File: src/rtl/rhb_pkg.sv
`timescale 1ns/1ps
package rhb_pkg;
   localparam int unsigned RHB_BANKS     = 7;
   localparam int unsigned RHB_BANK_W    = 6;
   localparam int unsigned RHB_ADDR_W    = 3;
   localparam int unsigned RHB_TS_W      = 13;
   localparam int unsigned RHB_SYNC_DEPTH = 2;
endpackage

File: src/rtl/rhb_hit_sync.sv
`timescale 1ns/1ps
module rhb_hit_sync #(
   parameter int unsigned W      = 42,
   parameter int unsigned STAGES = 2
) (
   input  logic         clk_i,
   input  logic         rst_ni,
   input  logic [W-1:0] d_i,
   output logic [W-1:0] q_o
);
   if (STAGES < 2) begin : g_bad_depth
      $error("rhb_hit_sync: STAGES must be at least 2");
   end

   logic [W-1:0] chain_q [STAGES];

   for (genvar s = 0; s < STAGES; s++) begin : g_stage
      if (s == 0) begin : g_first
         always_ff @(posedge clk_i or negedge rst_ni) begin
            if (!rst_ni) chain_q[s] <= '0;
            else         chain_q[s] <= d_i;
         end
      end else begin : g_next
         always_ff @(posedge clk_i or negedge rst_ni) begin
            if (!rst_ni) chain_q[s] <= '0;
            else         chain_q[s] <= chain_q[s-1];
         end
      end
   end

   assign q_o = chain_q[STAGES-1];
endmodule

File: src/rtl/rhb_capture_pingpong.sv
`timescale 1ns/1ps
module rhb_capture_pingpong #(
   parameter int unsigned W    = 42,
   parameter int unsigned TS_W = 13
) (
   input  logic            clk_i,
   input  logic            rst_ni,
   input  logic            sample_i,
   input  logic [W-1:0]    row_i,
   output logic [W-1:0]    scan_row_o,
   output logic [TS_W-1:0] scan_ts_o
);
   logic [W-1:0]    stage_row_q [2];
   logic [TS_W-1:0] stage_ts_q  [2];
   logic            fill_sel_q;
   logic [TS_W-1:0] ts_q;

   for (genvar s = 0; s < 2; s++) begin : g_stage
      always_ff @(posedge clk_i or negedge rst_ni) begin
         if (!rst_ni) begin
            stage_row_q[s] <= '0;
            stage_ts_q[s]  <= '0;
         end else if (sample_i && (fill_sel_q == 1'(s))) begin
            stage_row_q[s] <= row_i;
            stage_ts_q[s]  <= ts_q;
         end
      end
   end

   always_ff @(posedge clk_i or negedge rst_ni) begin
      if (!rst_ni) begin
         fill_sel_q <= 1'b0;
         ts_q       <= '0;
      end else if (sample_i) begin
         fill_sel_q <= ~fill_sel_q;
         ts_q       <= ts_q + TS_W'(1);
      end
   end

   // The stage not being filled is the one most recently captured.
   assign scan_row_o = fill_sel_q ? stage_row_q[0] : stage_row_q[1];
   assign scan_ts_o  = fill_sel_q ? stage_ts_q[0]  : stage_ts_q[1];


   hold_row_chk: assert property (@(posedge clk_i) disable iff (!rst_ni)
      !sample_i |=> $stable(scan_row_o));

   hold_ts_chk: assert property (@(posedge clk_i) disable iff (!rst_ni)
      !sample_i |=> $stable(scan_ts_o));
endmodule

File: src/rtl/rhb_bank_scanner.sv
`timescale 1ns/1ps
module rhb_bank_scanner #(
   parameter int unsigned BANKS  = 7,
   parameter int unsigned BANK_W = 6,
   parameter int unsigned ADDR_W = 3,
   parameter int unsigned TS_W   = 13,
   localparam int unsigned ROW_W  = BANKS * BANK_W,
   localparam int unsigned SLOTS  = 1 << ADDR_W,
   localparam int unsigned WORD_W = TS_W + ADDR_W + BANK_W
) (
   input  logic              clk_i,
   input  logic              rst_ni,
   input  logic              sample_i,
   input  logic              override_i,
   input  logic [ROW_W-1:0]  row_i,
   input  logic [TS_W-1:0]   ts_i,
   output logic              wr_req_o,
   output logic [WORD_W-1:0] wr_data_o,
   output logic [ADDR_W-1:0] addr_o
);
   if (BANKS != SLOTS - 1) begin : g_bad_banks
      $error("rhb_bank_scanner: BANKS must equal 2**ADDR_W - 1");
   end

   logic [ADDR_W-1:0] slot_q;
   logic              active_q;
   logic [BANK_W-1:0] pattern;

   always_ff @(posedge clk_i or negedge rst_ni) begin
      if (!rst_ni) begin
         slot_q   <= '0;
         active_q <= 1'b0;
      end else if (sample_i) begin
         slot_q   <= '0;
         active_q <= 1'b1;
      end else if (active_q) begin
         if (slot_q == ADDR_W'(SLOTS - 1)) active_q <= 1'b0;
         else                              slot_q   <= slot_q + ADDR_W'(1);
      end
   end

   assign addr_o = active_q ? (slot_q ^ (slot_q >> 1)) : '0;

   always_comb begin
      pattern = '0;
      for (int b = 0; b < int'(BANKS); b++) begin
         if (addr_o == ADDR_W'(b + 1)) pattern = row_i[b*BANK_W +: BANK_W];
      end
   end

   assign wr_req_o  = (addr_o != '0) && (override_i || (|pattern));
   assign wr_data_o = {ts_i, addr_o, pattern};


   no_deselect_write_chk: assert property (@(posedge clk_i) disable iff (!rst_ni)
      wr_req_o |-> (wr_data_o[BANK_W +: ADDR_W] != '0));

   empty_bank_chk: assert property (@(posedge clk_i) disable iff (!rst_ni)
      (wr_req_o && !override_i) |-> (wr_data_o[BANK_W-1:0] != '0));

   gray_step_chk: assert property (@(posedge clk_i) disable iff (!rst_ni)
      !sample_i |=> ($countones(addr_o ^ $past(addr_o)) <= 1));
endmodule

File: src/rtl/row_hit_bank_scanner.sv
`timescale 1ns/1ps
module row_hit_bank_scanner #(
   parameter int unsigned BANKS      = rhb_pkg::RHB_BANKS,
   parameter int unsigned BANK_W     = rhb_pkg::RHB_BANK_W,
   parameter int unsigned ADDR_W     = rhb_pkg::RHB_ADDR_W,
   parameter int unsigned TS_W       = rhb_pkg::RHB_TS_W,
   parameter int unsigned SYNC_DEPTH = rhb_pkg::RHB_SYNC_DEPTH,
   localparam int unsigned ROW_W  = BANKS * BANK_W,
   localparam int unsigned WORD_W = TS_W + ADDR_W + BANK_W
) (
   input  logic              clk_i,
   input  logic              rst_ni,
   input  logic [ROW_W-1:0]  hit_i,
   input  logic              sample_i,
   input  logic              override_i,
   output logic              wr_req_o,
   output logic [WORD_W-1:0] wr_data_o,
   output logic [ADDR_W-1:0] scan_addr_o
);
   logic [ROW_W-1:0] synced_row;
   logic [ROW_W-1:0] scan_row;
   logic [TS_W-1:0]  scan_ts;

   rhb_hit_sync #(.W(ROW_W), .STAGES(SYNC_DEPTH)) sync_i (
      .clk_i(clk_i), .rst_ni(rst_ni), .d_i(hit_i), .q_o(synced_row)
   );

   rhb_capture_pingpong #(.W(ROW_W), .TS_W(TS_W)) capture_i (
      .clk_i(clk_i), .rst_ni(rst_ni), .sample_i(sample_i),
      .row_i(synced_row), .scan_row_o(scan_row), .scan_ts_o(scan_ts)
   );

   rhb_bank_scanner #(.BANKS(BANKS), .BANK_W(BANK_W), .ADDR_W(ADDR_W), .TS_W(TS_W)) scan_i (
      .clk_i(clk_i), .rst_ni(rst_ni), .sample_i(sample_i), .override_i(override_i),
      .row_i(scan_row), .ts_i(scan_ts),
      .wr_req_o(wr_req_o), .wr_data_o(wr_data_o), .addr_o(scan_addr_o)
   );


   idle_quiet_chk: assert property (@(posedge clk_i) disable iff (!rst_ni)
      (scan_addr_o == '0) |-> !wr_req_o);
endmodule

File: config.mk
export PLATFORM = sky130hd
export DESIGN_NAME = row_hit_bank_scanner
export DESIGN_NICKNAME = d
export VERILOG_FILES = /design/src/rtl/rhb_pkg.sv /design/src/rtl/rhb_hit_sync.sv /design/src/rtl/rhb_capture_pingpong.sv /design/src/rtl/rhb_bank_scanner.sv /design/src/rtl/row_hit_bank_scanner.sv
export SDC_FILE = /design/constraint.sdc
export NUM_CORES = 1
export LEC_CHECK = 0
export ABC_CLOCK_PERIOD_IN_PS = 3600
export BUFFER_PORTS_ARGS = -buffer_cell sky130_fd_sc_hd__buf_2
export CORE_ASPECT_RATIO = 0.8
export CORE_MARGIN = 2
export CORE_UTILIZATION = 34
export DETAILED_ROUTE_END_ITERATION = 16
export GPL_TIMING_DRIVEN = 0
export PLACE_DENSITY_LB_ADDON = 0.05
export SLEW_MARGIN = 40
export SYNTH_ARGS = -nofsm -noshare
export SYNTH_HDL_FRONTEND = slang
export SYNTH_SLANG_ARGS = --single-unit
File: constraint.sdc
create_clock -name clk_i -period 3.6 [get_ports clk_i]
set_clock_uncertainty 0.05 [all_clocks]
set_input_delay 0.18 -clock clk_i [delete_from_list [all_inputs] [get_ports clk_i]]
set_output_delay 0.18 -clock clk_i [all_outputs]
set_load 0.01 [all_outputs]
## After elaboration in Yosys (flattened, before gate mapping)

Cells that the tools add are included.

| cells by class | value |
|---|---|
| add/sub/neg operators | 2 |
| reduce and logical (&&, ||, !) cells | 8 |
| mux-type cells | 16 |
| equality and inequality tests | 9 |
| bitwise operators | 2 |

Operators with widths:

| kind | count |
|---|---|
| $mux 42 | 1 |
| $mux 6 | 7 |
| $eq 3x3->1 const B | 5 |
| $add 13x1->13 const B | 1 |
| $mux 13 | 1 |
| $mux 3 | 4 |
| $eq 3x2->1 const B | 2 |
| $reduce_or 6->1 | 1 |
| $add 3x1->3 const B | 1 |
| $eq 3x1->1 const B | 1 |
| $logic_and 1x1->1 | 3 |
| $mux 1 | 3 |
| $reduce_bool 3->1 | 1 |
| $xor 3x2->3 | 1 |
| $ne 2x2->1 const B | 1 |
| $reduce_and 2->1 | 1 |
| $reduce_bool 2->1 | 1 |
| $logic_or 1x1->1 | 1 |
| $not 1->1 | 1 |

| storage, ports and cells | value |
|---|---|
| output and inout bits | 26 |
| flip-flop bits (word level) | 212 |
| input port bits | 46 |

## Depth between registers and ports, before layout

Gate-level depths: netlist (run 1).

| logic depth | value |
|---|---|
| word-level depth | 13 |
| depth in mapped cells | 8 |
| depth with buffers taken out | 7 |

## By module

Synthesis (run 1) repeated with hierarchy kept, for this count alone.

| second synthesis, totals | value |
|---|---|
| cells, all modules | 572 |
| area total of the unflattened synthesis | 8846.0 sq um |

Modules (own cells, without submodules):

| module | times used | cells each | area an instance (sq um) | seq. area each (sq um) |
|---|---|---|---|---|
| rhb_capture_pingpong | 1 | 345 | 5602.9 | 3103.0 |
| rhb_hit_sync | 1 | 126 | 2417.3 | 2102.0 |
| rhb_bank_scanner | 1 | 101 | 825.8 | 100.1 |

## Worst setup path after synthesis (run 1)

OpenSTA, ideal clock, no wires.

| path | value |
|---|---|
| kind | reg-to-output |
| start | reg scan_i.slot_q[0] |
| end | out wr_req_o |
| slack | 1302 ps |
| cell stages (with the launch flop) | 9 |
| data arrival time | 2068 ps |
| data required time | 3370 ps |
| cells stage by stage | dfrtp_1 > ha_1 > buf_2 > buf_2 > nand3_1 > nand2_1 > o41ai_1 > nor4_1 > a21oi_1 |

| on the way | value |
|---|---|
| longest elaborated chain between the ends | 13 |

Ends and longest elaborated chain:

| what | RTL line | RTL |
|---|---|---|
| start, declared | rhb_bank_scanner.sv:25 | `logic [ADDR_W-1:0] slot_q;` |
| start signal, assigned | rhb_bank_scanner.sv:38 | `else slot_q <= slot_q + ADDR_W'(1);` |
| $xor 3x2->3 * | rhb_bank_scanner.sv:42 | `assign addr_o = active_q ? (slot_q ^ (slot_q >> 1)) : '0;` |
| $mux 3 * | rhb_bank_scanner.sv:42 |  |
| $eq 3x1->1 | rhb_bank_scanner.sv:47 | `if (addr_o == ADDR_W'(b + 1)) pattern = row_i[b*BANK_W +: BANK_W];` |
| $mux 6 (6 in series) | rhb_bank_scanner.sv:47 |  |
| $mux 6 * | rhb_bank_scanner.sv:47 |  |
| named net wr_data_o[2] | row_hit_bank_scanner.sv:17 | `output logic [WORD_W-1:0] wr_data_o,` |
| $reduce_or 6->1 * | rhb_bank_scanner.sv:51 | `assign wr_req_o = (addr_o != '0) && (override_i \|\| (\|pattern));` |
| $logic_or 1x1->1 * | rhb_bank_scanner.sv:51 |  |
| $logic_and 1x1->1 * | rhb_bank_scanner.sv:51 |  |
| end, declared | row_hit_bank_scanner.sv:16 | `output logic wr_req_o,` |

The timed path passes the listed nets; every way through them passes the cells marked *.

## Worst setup path after layout (run 1)

| path | value |
|---|---|
| start | reg scan_i.slot_q[1] |
| end | out wr_req_o |

| on the way | value |
|---|---|
| longest elaborated chain between the ends | 13 |

Ends and longest elaborated chain:

| what | RTL line |
|---|---|
| $xor 3x2->3 * | rhb_bank_scanner.sv:42 |
| $mux 3 * | rhb_bank_scanner.sv:42 |
| $eq 3x1->1 | rhb_bank_scanner.sv:47 |
| $mux 6 (7 in series) | rhb_bank_scanner.sv:47 |
| $reduce_or 6->1 | rhb_bank_scanner.sv:51 |
| $logic_or 1x1->1 | rhb_bank_scanner.sv:51 |
| $logic_and 1x1->1 * | rhb_bank_scanner.sv:51 |

Every way passes the cells marked *; elsewhere a longest branch is shown, timed or not.

==> metrics.txt, run 1 <==
# TYPE chip_impl_metric gauge
chip_impl_info{name="run_status",value="complete, no violations"} 1
chip_impl_metric{name="worstMarginPinSlew",unit="ns"} 0.6162
chip_impl_metric{name="initial_core_util",unit="%"} 34.39
chip_impl_metric{name="die_height",unit="µm"} 141.2
chip_impl_metric{name="maxSlewViolCount",unit=""} 0
chip_impl_metric{name="detailed_route_iter0_violations",unit=""} 173
chip_impl_info{name="hp-class",value="in -> async"} 1
chip_impl_metric{name="critical_path.max_fanout",unit=""} 10
chip_impl_metric{name="final_period_minus_worst_setup_slack",unit="ns"} 3.147
chip_impl_metric{name="synth_compound_gate_area_share",unit="%"} 3.440
chip_impl_info{name="worst_setup_path_startpoint",value="scan_i.slot_q[1]"} 1
chip_impl_metric{name="synth.avg_cell_area",unit="µm²"} 15.97
chip_impl_metric{name="max_slew_margin",unit="%"} 58.92
chip_impl_metric{name="synth_top_cell_area_share",unit="%"} 66.29
chip_impl_metric{name="detail_route.wl_per_cell",unit="µm"} 17.57
chip_impl_metric{name="ff2ff_path_depth",unit=""} 5
chip_impl_metric{name="final_cell_area",unit="µm²"} 9926
chip_impl_metric{name="setup_violations",unit=""} 0
chip_impl_info{name="crit_chain",value="ha_1 > buf_2 > nand2_1 > a2111oi_0 > o41ai_1 > nor4_1 > a21oi_1 > buf_2"} 1
chip_impl_metric{name="maximum_number_of_pins_on_one_net_before_global_route_repair",unit=""} 78
chip_impl_metric{name="vias_per_cell",unit=""} 4.670
chip_impl_metric{name="synth_enable_flop_cells",unit=""} 0
chip_impl_metric{name="area.growth.synth_to_final",unit="%"} 24.03
chip_impl_info{name="cts-root-buf",value="clkbuf_16"} 1
chip_impl_metric{name="synth.ff_latch_count",unit=""} 212
chip_impl_metric{name="yosys.area_share.xor_xnor",unit="%"} 1.532
chip_impl_metric{name="synth_seq_area_share",unit="%"} 66.29
chip_impl_metric{name="fin_util",unit="%"} 42.65
chip_impl_metric{name="fin_setup_tns",unit="ns"} 0
chip_impl_metric{name="ff2ff_setup_slack",unit="ns"} 1.35
chip_impl_metric{name="maxCapViolCount",unit=""} 0
chip_impl_metric{name="yosys.area_share.simple",unit="%"} 3.143
chip_impl_metric{name="cp.arrival",unit="ns"} 2.92
chip_impl_metric{name="post_dp_cell_area",unit="µm²"} 8813
chip_impl_metric{name="numPortBuffers",unit=""} 71
chip_impl_info{name="timing.critical_path.to_type",value="primary output"} 1
chip_impl_metric{name="fp.coreArea",unit="µm²"} 23270
chip_impl_info{name="start_kind",value="flop"} 1
chip_impl_info{name="crit_path_frequent_cell",value="buf_2"} 1
chip_impl_info{name="cts_tree",value="done"} 1
chip_impl_metric{name="clk_pin_slew_worst_paths",unit="ns"} 0.06
chip_impl_metric{name="synth.yosys.warnings",unit=""} 0
chip_impl_info{name="critical_register_to_register_path_endpoint",value="capture_i.stage_row_q[57]"} 1
chip_impl_info{name="timing_worst_setup_path_type",value="reg -> out"} 1
chip_impl_metric{name="dr_vias",unit=""} 4521
chip_impl_metric{name="antenna_found_initial",unit=""} 0
chip_impl_info{name="synth_top_family_by_area",value="multiplexers"} 1
chip_impl_metric{name="async_reset_ff_share",unit="%"} 100.0
chip_impl_metric{name="cts.sink_count",unit=""} 212
chip_impl_metric{name="p_leak",unit="µW"} 0.004492
chip_impl_metric{name="timing.critical_path.slowest_cell_delay",unit="ns"} 0.52
chip_impl_metric{name="globalRouteOverflowTotal",unit=""} 0
chip_impl_metric{name="final_critical_path_setup_slack",unit="ns"} 0.4531
chip_impl_metric{name="hold_ws",unit="ns"} 0.1684
chip_impl_metric{name="fmax",unit="GHz"} 0.3178
chip_impl_metric{name="ioPinCount",unit=""} 72
chip_impl_metric{name="mappedNetlistArea",unit="µm²"} 8003
chip_impl_metric{name="postSynthNetCount",unit=""} 550
chip_impl_metric{name="floorplan.die.width",unit="µm"} 175.5
chip_impl_metric{name="critical_path.n_buffers_inverters",unit=""} 2
chip_impl_metric{name="clockBufferDepth",unit=""} 3
chip_impl_metric{name="post_synth_num_cell_types",unit=""} 47
chip_impl_metric{name="clkLatencyLatePin",unit="ns"} 0.50
chip_impl_metric{name="first_pass_grt_wire_length",unit="mm"} 27.74
chip_impl_metric{name="ctsHtreeMaxLevel",unit=""} 1
chip_impl_info{name="synth.area.top_cells",value="dfrtp_1 (66%), mux2_2 (18%), mux2i_1 (3.1%)"} 1
chip_impl_metric{name="synth.area.mux_share",unit="%"} 22.64
chip_impl_metric{name="globalRouteTotalUtil",unit="%"} 14.47
chip_impl_info{name="slowest_stage",value="a2111oi_0"} 1
chip_impl_metric{name="design.die.area",unit="µm²"} 24790
chip_impl_metric{name="gpl.final_weighted_congestion",unit=""} 0.7920
chip_impl_info{name="worst_r2r_startpoint",value="capture_i.fill_sel_q"} 1
chip_impl_metric{name="final-hold-violation-count",unit=""} 0
chip_impl_info{name="yosysTopAreaCell",value="dfrtp_1"} 1
chip_impl_info{name="cpLargestDelayFamily",value="compound AO/OA/AOI/OAI gates"} 1
chip_impl_metric{name="drc",unit=""} 0
chip_impl_info{name="rsz0062_at_grt",value="false"} 1
chip_impl_metric{name="finalWirelength",unit="mm"} 17.00
chip_impl_metric{name="ir_drop",unit="V"} 0.0002940
chip_impl_metric{name="netlist_instances",unit=""} 501
chip_impl_metric{name="placementRows",unit=""} 50
chip_impl_metric{name="grt_pass1_vias",unit=""} 4850
chip_impl_metric{name="tritoncts.num_buffers",unit=""} 23
chip_impl_metric{name="dp_hpwl",unit="mm"} 11.11
chip_impl_metric{name="count_of_antenna_violating_nets_left_after_detailed_routing",unit=""} 0
chip_impl_metric{name="antenna_cells",unit=""} 0
chip_impl_metric{name="layout_worst_path_cycle_share",unit="%"} 87.42
chip_impl_metric{name="worstPathRequired",unit="ns"} 3.37
chip_impl_metric{name="post-place-ws",unit="ns"} 0.9671
chip_impl_metric{name="post_synth_fa_ha_maj_area_fraction",unit="%"} 0.4690
chip_impl_metric{name="powerDensity",unit="nW/µm²"} 786.3
chip_impl_info{name="prevailing_post_synth_register_cell",value="dfrtp_1"} 1
chip_impl_metric{name="finalNetCount",unit=""} 691
chip_impl_metric{name="drive_gt1_share",unit="%"} 40.70
chip_impl_metric{name="first_pass_iters",unit=""} 4
-- cells in the mapped netlist (2+ instances only) --
cell type and n:
xor2_1 4, o32ai_2 2, nor3_1 2, nor2_1 14
a211oi_1 2, a21oi_1 6, o21ai_0 2, o311ai_0 2
ha_1 3, dfrtp_1 212, a2111oi_0 2, mux2_2 126
nand4_1 2, a31oi_1 2, inv_1 3, nor2b_1 5
xnor2_1 10, mux2_1 2, nand2b_1 4, o22ai_1 6
nand2_1 6, buf_2 14, buf_6 5, mux2i_1 25
buf_4 4, and3_1 4, mux4_2 3, mux4_1 2
nand3_1 9
-- layer usage --
layer,up-vias,share of wire (%),track usage (%)
li1,2061,-,-
met1,2345,49,21.14
met3,34,4.0,2.886
met4,0,2.6,4.089
met5,-,0,0
met2,81,45,21.94
-- repair_timing --
item / CTS / global route
endpoints found under the hold margin: 102 / 0
buffers inserted: 0 / 0
hold buffers: 43 / 0
resized for setup: 0 / 0
-- area by class of cell --
type | instances | area, µm²
plain buffers | 26 | 183.9
clock buffers | 28 | 594.3
clock inverters | 11 | 87.58
fillers | 2195 | 13350
inverters | 4 | 15.01
multi-input cells | 259 | 2499
flip-flops and latches | 212 | 5305
well taps | 312 | 390.4
repair buffers | 116 | 850.8
-- worst max path at each step --
stage / slack (ns) / endpoint / cells after the start
after CTS: 0.41 / wr_req_o / 8
after floorplan: 1.30 / wr_req_o / 8
after global routing: 0.21 / wr_req_o / 8
after global placement: -1.25 / sync_i.chain_q[51] / 1
after detailed placement: 0.97 / wr_req_o / 8
final: 0.45 / wr_req_o / 8
-- where the power goes --
| part | switching, µW | internal (µW) | leakage (µW) |
|---|---|---|---|
| combinational | 1060 | 1190 | 0.00161 |
| sequential | 367 | 3030 | 0.00253 |
| clock | 909 | 1240 | 0.000343 |
-- kinds of logic (layout without fill, tap and decap cells) --
logic type,Yosys count,after routing
flip-flops,212,212
XOR/XNOR,14,14
multiplexers,158,158
adder cells (fa/ha/maj),3,3
AND/OR/NAND/NOR,50,50
AO/OA/AOI/OAI,34,34
buffers and inverters,30,185
-- layout by cell type (no fill, tap or decap), types with 3 or more instances in the layout --
| cell type | n |
|---|---|
| dfrtp_1 | 212 |
| mux2_2 | 126 |
| buf_2 | 84 |
| dlygate4sd3_1 | 43 |
| mux2i_1 | 25 |
| clkbuf_16 | 23 |
| nor2_1 | 14 |
| xnor2_1 | 10 |
| nand3_1 | 9 |
| clkinv_2 | 8 |
| nand2_1 | 6 |
| a21oi_1 | 6 |
| o22ai_1 | 6 |
| clkbuf_1 | 6 |
| buf_6 | 5 |
| nor2b_1 | 5 |
| nand2b_1 | 4 |
| buf_4 | 4 |
| and3_1 | 4 |
| xor2_1 | 4 |
| inv_1 | 3 |
| mux4_2 | 3 |
| ha_1 | 3 |
-- state kept, by name, indices dropped and copies added, names as in the netlist --
name                   flops
capture_i.fill_sel_q       1
capture_i.stage_row_q     84
capture_i.stage_ts_q      26
capture_i.ts_q            13
scan_i.active_q            1
scan_i.slot_q              3
sync_i.chain_q            42
sync_i.q_o                42
-- metrics by stage --
stage,total power [µW],cells
final,7805,968
after global routing,8304,968
after global placement,5640,884
after CTS,7959,968
after detailed placement,5712,886
after floorplan,4921,501
Note: power is estimated with default switching activity, not from simulation.
==> run 2, diff against run 1 <==
--- a/config.mk
+++ b/config.mk
@@ -8,11 +8,12 @@
 export ABC_CLOCK_PERIOD_IN_PS = 3600
 export BUFFER_PORTS_ARGS = -buffer_cell sky130_fd_sc_hd__buf_2
 export CORE_ASPECT_RATIO = 0.8
-export CORE_MARGIN = 2
+export CORE_MARGIN = 5
 export CORE_UTILIZATION = 34
 export DETAILED_ROUTE_END_ITERATION = 16
 export GPL_TIMING_DRIVEN = 0
 export PLACE_DENSITY_LB_ADDON = 0.05
+export REMOVE_ABC_BUFFERS = 1
 export SLEW_MARGIN = 40
 export SYNTH_ARGS = -nofsm -noshare
 export SYNTH_HDL_FRONTEND = slang
==> run 2 against run 1 <==
Effect of this change:
- sequential power increased by 2%
- global-route usage decreased by 2.4 points
- flip-flop and latch count unchanged
- hold slack got worse by 0.13 ns
- critical path depth unchanged
- setup slack got worse by 0.25 ns
- combinational power decreased by 8%
- non-clock buffer count decreased by 21
- fmax decreased by 7.3%
- sequential share of layout area increased by 0.071 points
- critical endpoint unchanged
- highest routed layer unchanged
==> metrics.txt, run 2 (synthesized netlist as in run 1, its figures left out) <==
# TYPE chip_impl_metric gauge
chip_impl_metric{name="die_height",unit="µm"} 147.2
chip_impl_metric{name="worstMarginPinSlew",unit="ns"} 0.5430
chip_impl_metric{name="detailed_route_iter0_violations",unit=""} 168
chip_impl_metric{name="gpl.final_weighted_congestion",unit=""} 0.7026
chip_impl_metric{name="critical_path.max_fanout",unit=""} 30
chip_impl_info{name="run_status",value="complete, no violations"} 1
chip_impl_info{name="layout_commonest_cell",value="dfrtp_1"} 1
chip_impl_metric{name="setup_violations",unit=""} 0
chip_impl_metric{name="dr_vias",unit=""} 4340
chip_impl_metric{name="ff2ff_setup_slack",unit="ns"} 1.30
chip_impl_metric{name="design.die.area",unit="µm²"} 26720
chip_impl_metric{name="cp.arrival",unit="ns"} 3.16
chip_impl_info{name="start_kind",value="flop"} 1
chip_impl_metric{name="antenna_found_initial",unit=""} 0
chip_impl_metric{name="floorplan.die.width",unit="µm"} 181.5
chip_impl_metric{name="drive_gt1_share",unit="%"} 39.49
chip_impl_metric{name="finalWirelength",unit="mm"} 15.84
chip_impl_metric{name="ctsHtreeMaxLevel",unit=""} 1
chip_impl_metric{name="clkLatencyLatePin",unit="ns"} 0.50
chip_impl_info{name="rsz0062_at_grt",value="false"} 1
chip_impl_metric{name="fp.coreArea",unit="µm²"} 23270
chip_impl_metric{name="area.growth.synth_to_final",unit="%"} 23.98
chip_impl_metric{name="dp.cells",unit=""} 865
chip_impl_metric{name="final-hold-violation-count",unit=""} 0
chip_impl_metric{name="num-fill-cells",unit=""} 2143
chip_impl_metric{name="ioPinCount",unit=""} 72
chip_impl_info{name="timing_worst_setup_path_type",value="reg -> out"} 1
chip_impl_metric{name="globalRouteOverflowTotal",unit=""} 0
chip_impl_metric{name="cts.sink_count",unit=""} 212
chip_impl_info{name="final_cell_mix",value="dfrtp_1 (210), mux2_2 (126), buf_2 (70)"} 1
chip_impl_metric{name="antenna_cells",unit=""} 0
chip_impl_metric{name="grt_pass1_vias",unit=""} 4649
chip_impl_metric{name="maxSlewViolCount",unit=""} 0
chip_impl_metric{name="first_pass_iters",unit=""} 4
chip_impl_metric{name="dp_hpwl",unit="mm"} 10.01
chip_impl_metric{name="clockBufferDepth",unit=""} 3
chip_impl_metric{name="finalNetCount",unit=""} 670
chip_impl_metric{name="detail_route.wl_per_cell",unit="µm"} 16.77
chip_impl_metric{name="clk_pin_slew_worst_paths",unit="ns"} 0.05
chip_impl_metric{name="maximum_number_of_pins_on_one_net_before_global_route_repair",unit=""} 76
chip_impl_metric{name="final_period_minus_worst_setup_slack",unit="ns"} 3.395
chip_impl_info{name="hp-class",value="in -> reg"} 1
chip_impl_metric{name="drc",unit=""} 0
chip_impl_metric{name="globalRouteTotalUtil",unit="%"} 12.11
chip_impl_metric{name="max_slew_margin",unit="%"} 63.33
chip_impl_metric{name="maxCapViolCount",unit=""} 0
chip_impl_metric{name="vias_per_cell",unit=""} 4.593
chip_impl_metric{name="worstPathRequired",unit="ns"} 3.37
chip_impl_metric{name="layout_worst_path_cycle_share",unit="%"} 94.30
chip_impl_metric{name="placementRows",unit=""} 50
chip_impl_metric{name="fmax",unit="GHz"} 0.2946
chip_impl_info{name="registers.top_by_ff_count",value="capture_i.stage_row_q"} 1
chip_impl_metric{name="ir_drop",unit="V"} 0.0002996
chip_impl_info{name="timing.critical_path.to_type",value="primary output"} 1
chip_impl_metric{name="first_pass_grt_wire_length",unit="mm"} 26.30
chip_impl_metric{name="largest_register_ff_count",unit=""} 84
chip_impl_metric{name="numPortBuffers",unit=""} 71
chip_impl_metric{name="initial_core_util",unit="%"} 34.39
chip_impl_metric{name="fin_setup_tns",unit="ns"} 0
chip_impl_info{name="cts_tree",value="done"} 1
chip_impl_metric{name="tritoncts.num_buffers",unit=""} 23
chip_impl_metric{name="count_of_antenna_violating_nets_left_after_detailed_routing",unit=""} 0
chip_impl_metric{name="stdcell_count",unit=""} 945
chip_impl_metric{name="p_leak",unit="µW"} 0.004434
chip_impl_info{name="cts-root-buf",value="clkbuf_16"} 1
chip_impl_metric{name="powerDensity",unit="nW/µm²"} 778.2
run 2: cell types whose count changed in the layout (fill, tap and decap cells not counted), moves of 2 or more:
| cell | previous run | this run |
|---|---|---|
| clkinv_2 | 8 | 4 |
| buf_16 | 2 | 6 |
| buf_6 | 5 | 0 |
| dfrtp_1 | 212 | 210 |
| clkbuf_8 | 0 | 3 |
| buf_2 | 84 | 70 |
| buf_4 | 4 | 0 |
run 2: report_power, final:
| group | switching [µW] | internal (µW) |
|---|---|---|
| clock | 885 | 1300 |
| combinational | 883 | 1180 |
| sequential | 440 | 3040 |
run 2: area by class of cell:
class	count	area (µm²)	share of cell area (%)
clock buffers	32	639.4	6.444
clock inverters	5	50.05	0.5044
inverters	4	15.01	0.1513
multi-input cells	259	2536	25.56
flip-flops and latches	212	5310	53.52
well taps	312	390.4	3.934
repair buffers	121	980.9	9.887
run 2: timing repair:
action	in CTS	in global routing
hold endpoints to repair	122	0
cloned	0	0
hold buffers	43	0
setup endpoints to repair	7	1
resized for setup	3	3
buffers inserted	0	0
run 2: worst paths after layout:
check | depth (start not counted) | endpoint | from
max | 8 | wr_req_o | capture_i.fill_sel_q
min | 2 | scan_i.slot_q[0] | sample_i
max reg2reg | 5 | capture_i.stage_row_q[52] | capture_i.fill_sel_q
min reg2reg | 0 | sync_i.q_o[2] | sync_i.chain_q[44]
max in group asynchronous | 5 | sync_i.chain_q[70] | rst_ni
min in group asynchronous | 2 | capture_i.stage_ts_q[5] | rst_ni
run 2: metrics by stage:
step / area [µm²] / power, µW / worst slack, ns / hold WS (ns) / util (%)
after floorplan: 7819 / 4842 / -0.8936 / -0.1656 / -
after global placement: 8564 / 5526 / -3.885 / 0.2379 / 36.80
after detailed placement: 8785 / 5596 / -0.04019 / -0.0007338 / 37.75
after CTS: 9918 / 7888 / 0.1061 / 0.01674 / 42.62
after global routing: 9922 / 8215 / 0.007114 / 0.03915 / 42.63
final: 9922 / 7721 / 0.2054 / 0.03845 / 42.63
run 2: metal layers:
layer  vias up  share of wire [%]  track usage, %
li1       2019                  -               -
met1      2220                 48           17.48
met2        77                 46           18.94
met3        24                4.1           2.450
met4         0                2.2           2.888
met5         -                  0               0
run 2: worst max-delay path, cell delays in order (launching register included):
cell       delay, ns
dfrtp_4         0.79
buf_12          0.29
mux4_1          0.60
o2bb2ai_1       0.18
o21ai_0         0.27
a21oi_2         0.11
nor3_1          0.15
a21oi_1         0.10
buf_2           0.16
